### src/rtl/lane_steer_pkg.sv
package lane_steer_pkg;

  typedef enum logic [1:0] {
    PH_DATA = 2'b00,
    PH_CMD  = 2'b01,
    PH_STAT = 2'b10,
    PH_MSG  = 2'b11
  } phase_e;

  typedef enum logic [1:0] {
    RX_EMPTY  = 2'b00,
    RX_NARROW = 2'b01,
    RX_LO     = 2'b10,
    RX_HI     = 2'b11
  } rx_state_e;

  // width setting only matters in data phases
  function automatic logic wide_active(input logic wide_en, input logic [1:0] phase);
    return wide_en && (phase == PH_DATA);
  endfunction

endpackage

### src/rtl/lane_tx_pack.sv
module lane_tx_pack
  import lane_steer_pkg::*;
#(
  parameter int LANE_W = 8
) (
  input  logic                clk,
  input  logic                rst,
  input  logic                wide_en,
  input  logic [1:0]          bus_phase,
  input  logic [LANE_W-1:0]   tx_byte,
  input  logic                tx_valid,
  input  logic                tx_last,
  output logic [2*LANE_W-1:0] bus_tx_data,
  output logic [1:0]          bus_tx_par,
  output logic                bus_tx_strobe
);
  localparam int BUS_W = 2 * LANE_W;
  localparam logic [LANE_W-1:0] REL = {LANE_W{1'b1}};
  localparam logic REL_PAR = ~^REL;

  logic              pend_q;
  logic [LANE_W-1:0] lo_q;
  logic              wide_now;

  assign wide_now = wide_active(wide_en, bus_phase);

  always_ff @(posedge clk) begin
    if (rst) begin
      pend_q        <= 1'b0;
      lo_q          <= '0;
      bus_tx_strobe <= 1'b0;
      bus_tx_data   <= {REL, REL};
      bus_tx_par    <= {REL_PAR, REL_PAR};
    end else begin
      bus_tx_strobe <= 1'b0;
      if (tx_valid) begin
        if (pend_q) begin
          bus_tx_data   <= {tx_byte, lo_q};
          bus_tx_par    <= {~^tx_byte, ~^lo_q};
          bus_tx_strobe <= 1'b1;
          pend_q        <= 1'b0;
        end else if (wide_now && !tx_last) begin
          lo_q   <= tx_byte;
          pend_q <= 1'b1;
        end else begin
          bus_tx_data   <= {REL, tx_byte};
          bus_tx_par    <= {REL_PAR, ~^tx_byte};
          bus_tx_strobe <= 1'b1;
        end
      end
    end
  end

  AST_CTRL_PHASE_NARROW: assert property (@(posedge clk) disable iff (rst)
    (tx_valid && !pend_q && bus_phase != PH_DATA) |=>
      (bus_tx_strobe && bus_tx_data[BUS_W-1:LANE_W] == REL)) else $error("narrow");
  AST_TX_LANE0_ODD: assert property (@(posedge clk) disable iff (rst)
    bus_tx_strobe |-> (^{bus_tx_data[LANE_W-1:0], bus_tx_par[0]})) else $error("par0");
  AST_TX_LANE1_ODD: assert property (@(posedge clk) disable iff (rst)
    bus_tx_strobe |-> (^{bus_tx_data[BUS_W-1:LANE_W], bus_tx_par[1]})) else $error("par1");
  AST_WIDE_HIGH_BYTE: assert property (@(posedge clk) disable iff (rst)
    (tx_valid && pend_q) |=>
      (bus_tx_strobe && bus_tx_data[BUS_W-1:LANE_W] == $past(tx_byte))) else $error("hi");

endmodule

### src/rtl/lane_rx_unpack.sv
module lane_rx_unpack
  import lane_steer_pkg::*;
#(
  parameter int LANE_W = 8
) (
  input  logic                clk,
  input  logic                rst,
  input  logic                wide_en,
  input  logic [1:0]          bus_phase,
  input  logic [2*LANE_W-1:0] bus_rx_data,
  input  logic [1:0]          bus_rx_par,
  input  logic                bus_rx_strobe,
  output logic                bus_rx_ready,
  output logic [LANE_W-1:0]   rx_byte,
  output logic                rx_valid,
  input  logic                rx_ready,
  input  logic                rx_end,
  output logic [1:0]          rx_par_err,
  output logic                store_en,
  output logic [LANE_W-1:0]   store_byte
);
  localparam int BUS_W = 2 * LANE_W;

  rx_state_e         st_q;
  logic [LANE_W-1:0] lo_q, hi_q;
  logic              cap, wide_cap, take;

  assign bus_rx_ready = (st_q == RX_EMPTY);
  assign cap          = bus_rx_strobe && bus_rx_ready;
  assign wide_cap     = wide_active(wide_en, bus_phase);
  assign rx_valid     = (st_q != RX_EMPTY);
  assign rx_byte      = (st_q == RX_HI) ? hi_q : lo_q;
  assign take         = rx_valid && rx_ready;
  assign store_en     = (st_q == RX_HI) && rx_end && !rx_ready;
  assign store_byte   = hi_q;

  always_ff @(posedge clk) begin
    if (rst) begin
      st_q       <= RX_EMPTY;
      lo_q       <= '0;
      hi_q       <= '0;
      rx_par_err <= 2'b00;
    end else begin
      rx_par_err <= 2'b00;
      if (cap) begin
        lo_q          <= bus_rx_data[LANE_W-1:0];
        hi_q          <= bus_rx_data[BUS_W-1:LANE_W];
        st_q          <= wide_cap ? RX_LO : RX_NARROW;
        rx_par_err[0] <= ~^{bus_rx_data[LANE_W-1:0], bus_rx_par[0]};
        rx_par_err[1] <= wide_cap && ~^{bus_rx_data[BUS_W-1:LANE_W], bus_rx_par[1]};
      end else if (take) begin
        st_q <= (st_q == RX_LO) ? RX_HI : RX_EMPTY;
      end else if (rx_end) begin
        st_q <= RX_EMPTY;
      end
    end
  end

  AST_LANE1_QUIET_NARROW: assert property (@(posedge clk) disable iff (rst)
    (cap && !wide_cap) |=> !rx_par_err[1]) else $error("lane1 err");
  AST_LOW_BYTE_FIRST: assert property (@(posedge clk) disable iff (rst)
    cap |=> (rx_valid && rx_byte == $past(bus_rx_data[LANE_W-1:0]))) else $error("low first");
  AST_HIGH_BYTE_SECOND: assert property (@(posedge clk) disable iff (rst)
    (take && st_q == RX_LO) |=> (rx_valid && !bus_rx_ready)) else $error("high second");

endmodule

### src/rtl/lane_resid_hold.sv
module lane_resid_hold #(
  parameter int LANE_W = 8
) (
  input  logic              clk,
  input  logic              rst,
  input  logic              wide_en,
  input  logic              store_en,
  input  logic [LANE_W-1:0] store_byte,
  input  logic              resid_rd,
  output logic [LANE_W-1:0] resid_byte,
  output logic              resid_flag
);

  always_ff @(posedge clk) begin
    if (rst) begin
      resid_flag <= 1'b0;
      resid_byte <= '0;
    end else begin
      if (store_en) resid_byte <= store_byte;
      if (!wide_en)      resid_flag <= 1'b0;
      else if (store_en) resid_flag <= 1'b1;
      else if (resid_rd) resid_flag <= 1'b0;
    end
  end

  AST_NARROW_DROPS_FLAG: assert property (@(posedge clk) disable iff (rst)
    !wide_en |=> !resid_flag) else $error("flag kept");
  AST_READ_CLEARS_FLAG: assert property (@(posedge clk) disable iff (rst)
    (resid_rd && !store_en) |=> (!resid_flag && $stable(resid_byte))) else $error("rd");
  AST_STORE_SETS_FLAG: assert property (@(posedge clk) disable iff (rst)
    (store_en && wide_en) |=> (resid_flag && resid_byte == $past(store_byte))) else $error("st");

endmodule

### src/rtl/bus_lane_steer.sv
module bus_lane_steer
  import lane_steer_pkg::*;
#(
  parameter int LANE_W = 8
) (
  input  logic                clk,
  input  logic                rst,
  input  logic                wide_en,
  input  logic [1:0]          bus_phase,
  input  logic [LANE_W-1:0]   tx_byte,
  input  logic                tx_valid,
  input  logic                tx_last,
  output logic                tx_ready,
  output logic [2*LANE_W-1:0] bus_tx_data,
  output logic [1:0]          bus_tx_par,
  output logic                bus_tx_strobe,
  input  logic [2*LANE_W-1:0] bus_rx_data,
  input  logic [1:0]          bus_rx_par,
  input  logic                bus_rx_strobe,
  output logic                bus_rx_ready,
  output logic [LANE_W-1:0]   rx_byte,
  output logic                rx_valid,
  input  logic                rx_ready,
  input  logic                rx_end,
  output logic [1:0]          rx_par_err,
  input  logic                resid_rd,
  output logic [LANE_W-1:0]   resid_byte,
  output logic                resid_flag
);

  logic              store_en;
  logic [LANE_W-1:0] store_byte;

  assign tx_ready = 1'b1;

  lane_tx_pack #(.LANE_W(LANE_W)) u_tx (
    .clk(clk), .rst(rst), .wide_en(wide_en), .bus_phase(bus_phase),
    .tx_byte(tx_byte), .tx_valid(tx_valid), .tx_last(tx_last),
    .bus_tx_data(bus_tx_data), .bus_tx_par(bus_tx_par), .bus_tx_strobe(bus_tx_strobe)
  );

  lane_rx_unpack #(.LANE_W(LANE_W)) u_rx (
    .clk(clk), .rst(rst), .wide_en(wide_en), .bus_phase(bus_phase),
    .bus_rx_data(bus_rx_data), .bus_rx_par(bus_rx_par), .bus_rx_strobe(bus_rx_strobe),
    .bus_rx_ready(bus_rx_ready), .rx_byte(rx_byte), .rx_valid(rx_valid),
    .rx_ready(rx_ready), .rx_end(rx_end), .rx_par_err(rx_par_err),
    .store_en(store_en), .store_byte(store_byte)
  );

  lane_resid_hold #(.LANE_W(LANE_W)) u_resid (
    .clk(clk), .rst(rst), .wide_en(wide_en), .store_en(store_en),
    .store_byte(store_byte), .resid_rd(resid_rd),
    .resid_byte(resid_byte), .resid_flag(resid_flag)
  );

  AST_TX_STROBE_FOLLOWS_NARROW: assert property (@(posedge clk) disable iff (rst)
    (tx_valid && !wide_en && !$past(tx_valid && wide_en)) |=> bus_tx_strobe) else $error("strobe");

endmodule

### config.mk
export PLATFORM = sky130hd
export DESIGN_NAME = bus_lane_steer
export DESIGN_NICKNAME = d
export VERILOG_FILES = /design/src/rtl/lane_steer_pkg.sv /design/src/rtl/lane_tx_pack.sv /design/src/rtl/lane_rx_unpack.sv /design/src/rtl/lane_resid_hold.sv /design/src/rtl/bus_lane_steer.sv
export SDC_FILE = /design/constraint.sdc
export NUM_CORES = 1
export LEC_CHECK = 0
export ABC_AREA = 1
export BUFFER_PORTS_ARGS = -buffer_cell sky130_fd_sc_hd__buf_2
export CAP_MARGIN = 20
export CORE_UTILIZATION = 56
export DETAILED_ROUTE_END_ITERATION = 10
export MAX_ROUTING_LAYER = met4
export PLACE_DENSITY = 0.85
export SLEW_MARGIN = 20
export SYNTH_ARGS = -nofsm -noshare
export SYNTH_HDL_FRONTEND = slang
export SYNTH_SLANG_ARGS = --single-unit
### constraint.sdc
create_clock -name clk -period 2 [get_ports clk]
set_input_delay 0.3 -clock clk [delete_from_list [all_inputs] [get_ports clk]]
set_output_delay 0.3 -clock clk [all_outputs]
set_load 0.05 [all_outputs]
======== Yosys cells after proc, flatten, opt, wreduce, memory -nomap -nowiden ========
Cells that the tools add are included.
storage, ports and cells
  bits in registers ....................... 57
  latch bits .............................. 0
  memory bits (writable) .................. 0
  memory bits (read-only) ................. 0
  bits of input ports ..................... 37
  output and inout bits ................... 41
  logic and storage cells ................. 57
  memories kept ........................... 0
cells by class
  add/subtract/negate cells ............... 0
  $mul .................................... 0
  divide/modulo/power cells ............... 0
  $lt $le $gt $ge ......................... 0
  equal/unequal tests ..................... 3
  shift operators ......................... 0
  multiplexer cells ....................... 16
  bitwise logic cells ..................... 4
  reductions and logical operators ........ 23
operators with widths
  operator                                                          number
  16-bit two-way mux                                                2
  9-bit XNOR reduction                                              2
  8-bit XNOR reduction                                              2
  2-bit two-way mux                                                 7
  8-bit two-way mux                                                 1
  1-bit logical AND                                                 7
  1-bit two-way mux                                                 6
  2-bit OR reduction                                                3
  2-bit equality test (second input constant)                       2
  2-bit zero test                                                   2
  1-bit inverter                                                    4
  2-bit nonzero test                                                2
  3-bit AND reduction                                               1
  3-bit nonzero test                                                1
  1-bit zero test                                                   2
  2-bit by 1-bit != test with 1-bit output (second input constant)  1
  2-bit AND reduction                                               1

======== Longest topological paths before layout ========
  word-level depth ........................ 5
  gate-level depth with buffers ........... 10
  depth with buffers taken out ............ 10

======== By module ========
A second synthesis with hierarchy kept.
second synthesis, totals
  cells, all modules ...................... 459
  area total of the unflattened synthesis .. 3,121.7 um2
modules (own cells, without submodules)
  module           instances  cells an instance  area each (um2)  sequential area each (um2)
  lane_tx_pack     1          211                1,512.7          560.5
  lane_rx_unpack   1          207                1,290.0          400.4
  lane_resid_hold  1          39                 307.8            180.2
  bus_lane_steer   1          2                  11.3             0.0

======== Worst setup path before layout ========
Ideal clock, no wire load.
  path type ............................... register -> output
  from .................................... reg u_rx.st_q[0]
  to ...................................... out rx_byte[2]
  data arrival time ....................... 1,774 ps
  data required time ...................... 1,700 ps
  path slack .............................. -74 ps
  cell stages (with the launch flop) ...... 4
  buffers on the path ..................... 1
  cells stage by stage .................... dfxtp_1 > nand2_1 > clkbuf_1 > o21ai_0
between the ends
  word-level cells in the longest chain between the ends .. 2
ends and longest elaborated chain
  element                   line                  source
  start: declaration        lane_rx_unpack.sv:24  rx_state_e st_q;
  start signal: assignment  lane_rx_unpack.sv:48  st_q <= wide_cap ? RX_LO : RX_NARROW;
  start signal: assignment  lane_rx_unpack.sv:52  st_q <= (st_q == RX_LO) ? RX_HI : RX_EMPTY;
  2-bit equality test       lane_rx_unpack.sv:32  assign rx_byte = (st_q == RX_HI) ? hi_q : lo_q;
  8-bit two-way mux         lane_rx_unpack.sv:32
  end: declaration          bus_lane_steer.sv:21  output logic [LANE_W-1:0] rx_byte,
No other way between the ends.

======== Final worst setup path ========
  from .................................... reg u_rx.st_q[0]
  to ...................................... out rx_byte[1]
The elaborated chain is that of the path after synthesis.

==> results.json <==
{
  "antenna_left": 0,
  "critPathCaptureType": "primary output",
  "crit_top_cell": "nand2_1",
  "clock-root-buffer": "clkbuf_8",
  "numClockSinks": 57,
  "diodes": 0,
  "cts_max_level": 3,
  "grt_pass1_wl_um": 10830,
  "drt_pass1_iterations": 4,
  "synth_cells": 429,
  "vias": 2873,
  "nFillCells": 428,
  "dieArea_sq_um": 5391,
  "synth.area.top_cells": "dfxtp_1 40%, nand2_1 19%, nor2_1 6.7%, o21ai_0 5.6%, inv_1 4.3%",
  "clkTransAtPathRegs_ps": 60,
  "crit_type": "flop to primary output",
  "min_period_over_period": 0.9272,
  "power.clock.fraction": 0.369,
  "p_leak_nw": 1.696,
  "status": "completed",
  "synthToLayoutAreaGrowth_pct": 19.93,
  "peakVddDrop_mv": 0.4599,
  "power.total_mw": 2.875,
  "finalNetCount": 536,
  "die_h_um": 73.42,
  "worst_clock_skew_ps": 7.159,
  "dp_hpwl_um": 5085,
  "drc": 0,
  "finalNonFillerCells": 570,
  "cts_tree": "yes",
  "die_w_um": 73.42,
  "cts_setup_buffers": 0,
  "yosys_warnings": 0,
  "power.internal_mw": 1.998,
  "p_sw_mw": 0.8768,
  "setup_violations": 0,
  "rr_startpoint": "u_tx.pend_q$_SDFFE_PP0P_",
  "rrSetupSlack_ps": 430,
  "hold_viol": 0,
  "wl_um": 6835,
  "grt_max_degree": 23,
  "antenna_found_initial": 0,
  "fin_area_sq_um": 3426,
  "worstReg2RegEnd": "u_tx.lo_q[4]$_SDFFE_PP0P_",
  "place_area_sq_um": 3228,
  "clockBufferDepth": 2,
  "rsz0062_at_grt": "no",
  "avgSynthCellArea_sq_um": 6.658,
  "initial_utilization": 0.5930,
  "worst_skew_pair.late_latency_ps": 330,
  "ff2ff_path_depth": 4,
  "top_level_ports": 78,
  "gr-total-overflow": 0,
  "drv_cap": 0,
  "cp.arrival_ps": 1550,
  "worstPathCellList": "nand2_2 > inv_1 > nand2_1 > nand2_1 > buf_2",
  "yosys.cell_types.count": 25,
  "power_frac_comb": 0.200,
  "cp-start-kind": "flop",
  "cts_buffers": 9,
  "worstPathMaxFanout": 13,
  "synth_top_area_frac": 0.3995,
  "pwr-share-seq": 0.430,
  "rows": 25,
  "coreArea_sq_um": 4817,
  "critical_path.max_stage_delay_ps": 400,
  "cp_slowest_cell": "dfxtp_1",
  "hp-class": "input port to flop",
  "ys_ff_latch": 57,
  "syn-num-nets": 466,
  "drive_gt1_frac": 0.2127,
  "synth_area_sq_um": 2856,
  "track_usage": 0.2802,
  "port-buffer-count": 76,
  "fmax_mhz": 539.2,
  "worst_pin_slew_ps": 527.7,
  "multiInputGateArea_sq_um": 1453,
  "wl_per_cell_um": 11.99,
  "crit_end": "rx_byte[1]",
  "drtIter0Drc": 172,
  "place.gp.congestion": 0.8692,
  "power_switching_share": 0.3050,
  "required_ps": 1700,
  "post-route-util": 0.7112,
  "crit_start": "u_rx.st_q[0]$_SDFFE_PP0P_",
  "yosysTopAreaCell": "dfxtp_1",
  "grt_pass1_vias": 2425,
  "seq_area_frac_synth": 0.3995,
  "slew_viol_final": 0,
  "max_slew_margin": 0.6472,
  "dp.cells": 555,
  "p_per_area_nw_per_um2": 839.2,
  "hold-worst-slack_ps": 231.8,
  "final-seq-area_sq_um": 1141,
  "vias_per_cell": 5.040,
  "min_period_ps": 1854
}
==> timing repair <==
action,in CTS,in global routing
resized for setup,0,1
hold buffers,0,0
setup endpoints to repair,0,5
==> critical path, delay by kind of cell, from the launching register on <==
family                 cells  cell delay, ps
DFF                        1             400
and+or+nand+nor            3             360
buffers and inverters      2             460
==> flip-flops by register name (all words and copies together), names as in the netlist, 2 cells and up <==
signal	flops
u_tx.lo_q	8
u_resid.resid_byte	8
u_rx.lo_q	8
u_rx.store_byte	8
u_tx.bus_tx_data	16
u_tx.bus_tx_par	2
u_rx.st_q	2
u_rx.rx_par_err	2
==> stage by stage <==
stage | TNS, ps | setup WS [ps]
floorplan | -223.5 | -74.50
global placement | 0 | 480.9
detailed placement | 0 | 308.4
CTS | 0 | 37.79
global route | 0 | 46.02
finish | 0 | 145.6
==> cell usage in the layout, fill, tap and decap left out, types with 2 or more instances in the layout <==
cell type	Yosys	layout
buf_2	10	76
nand2_2	4	5
xnor2_1	12	12
nand3_1	7	7
o21ai_0	32	32
xor2_1	11	11
a31oi_1	17	17
inv_1	33	33
a21oi_1	23	23
clkbuf_8	0	11
nand2_1	147	146
nor2_1	51	51
nor2_2	2	2
inv_2	4	4
nor3_1	2	2
buf_4	4	4
clkinv_2	0	2
dfxtp_1	57	57
==> synth_stat cells <==
library cell / instances
dfxtp_1: 57
inv_1: 33
nor3_2: 1
nor3_4: 1
clkbuf_1: 4
nand3_1: 7
inv_2: 4
clkinv_1: 1
xnor2_1: 12
o21ai_0: 32
clkbuf_2: 1
buf_2: 10
nor2_1: 51
buf_4: 4
nand2_1: 147
nand2_2: 4
buf_6: 2
xor2_1: 11
a21oi_1: 23
o22ai_1: 1
nor3_1: 2
conb_1: 1
a31oi_1: 17
nor2_2: 2
o21ai_1: 1
==> cells by family after synthesis <==
family / share of synthesized area
other: 0.001313
AOI/OAI and AO/OA: 0.1375
buffers and inverters: 0.09286
xor gates and xnor gates: 0.07052
DFF: 0.3995
and+or+nand+nor: 0.2983
==> how the worst min path moves through the flow <==
stage / cells after the start / slack, ps / start / endpoint
after global routing: 2 / 230 / tx_valid / u_tx.bus_tx_data[15]$_SDFFE_PP1P_
after detailed placement: 2 / 450 / u_resid.resid_byte[1]$_SDFFE_PP0P_ / u_resid.resid_byte[1]$_SDFFE_PP0P_
after CTS: 2 / 210 / tx_valid / u_tx.bus_tx_data[15]$_SDFFE_PP1P_
after global placement: 2 / 450 / u_resid.resid_byte[5]$_SDFFE_PP0P_ / u_resid.resid_byte[5]$_SDFFE_PP0P_
after floorplan: 1 / 400 / tx_valid / u_tx.bus_tx_data[15]$_SDFFE_PP1P_
final: 2 / 230 / tx_valid / u_tx.bus_tx_data[15]$_SDFFE_PP1P_
==> routing by layer <==
layer / track usage / part of all wire / vias to the layer above
met4: 0.1303 / 0.022 / 0
li1: - / - / 1480
met5: - / 0 / -
met2: 0.4167 / 0.44 / 104
met3: 0.06310 / 0.067 / 13
met1: 0.3622 / 0.47 / 1276
==> area by class of cell <==
class	count	area share
Clock inverter	3	0.01169
Clock buffer	12	0.04529
Sequential cell	57	0.3331
Inverter	38	0.04164
Timing Repair Buffer	80	0.1198
Tap cell	67	0.02447
Multi-Input combinational cell	313	0.4240
==> power groups by stage <==
stage	registers (mW)	logic [mW]	clock network (mW)
detailed placement	1.26	0.570	0
global placement	1.26	0.556	0
global route	1.24	0.631	1.13
floorplan	1.32	0.363	0
finish	1.24	0.576	1.06
CTS	1.23	0.573	1.06
Note: power is estimated with default switching activity, not from simulation.
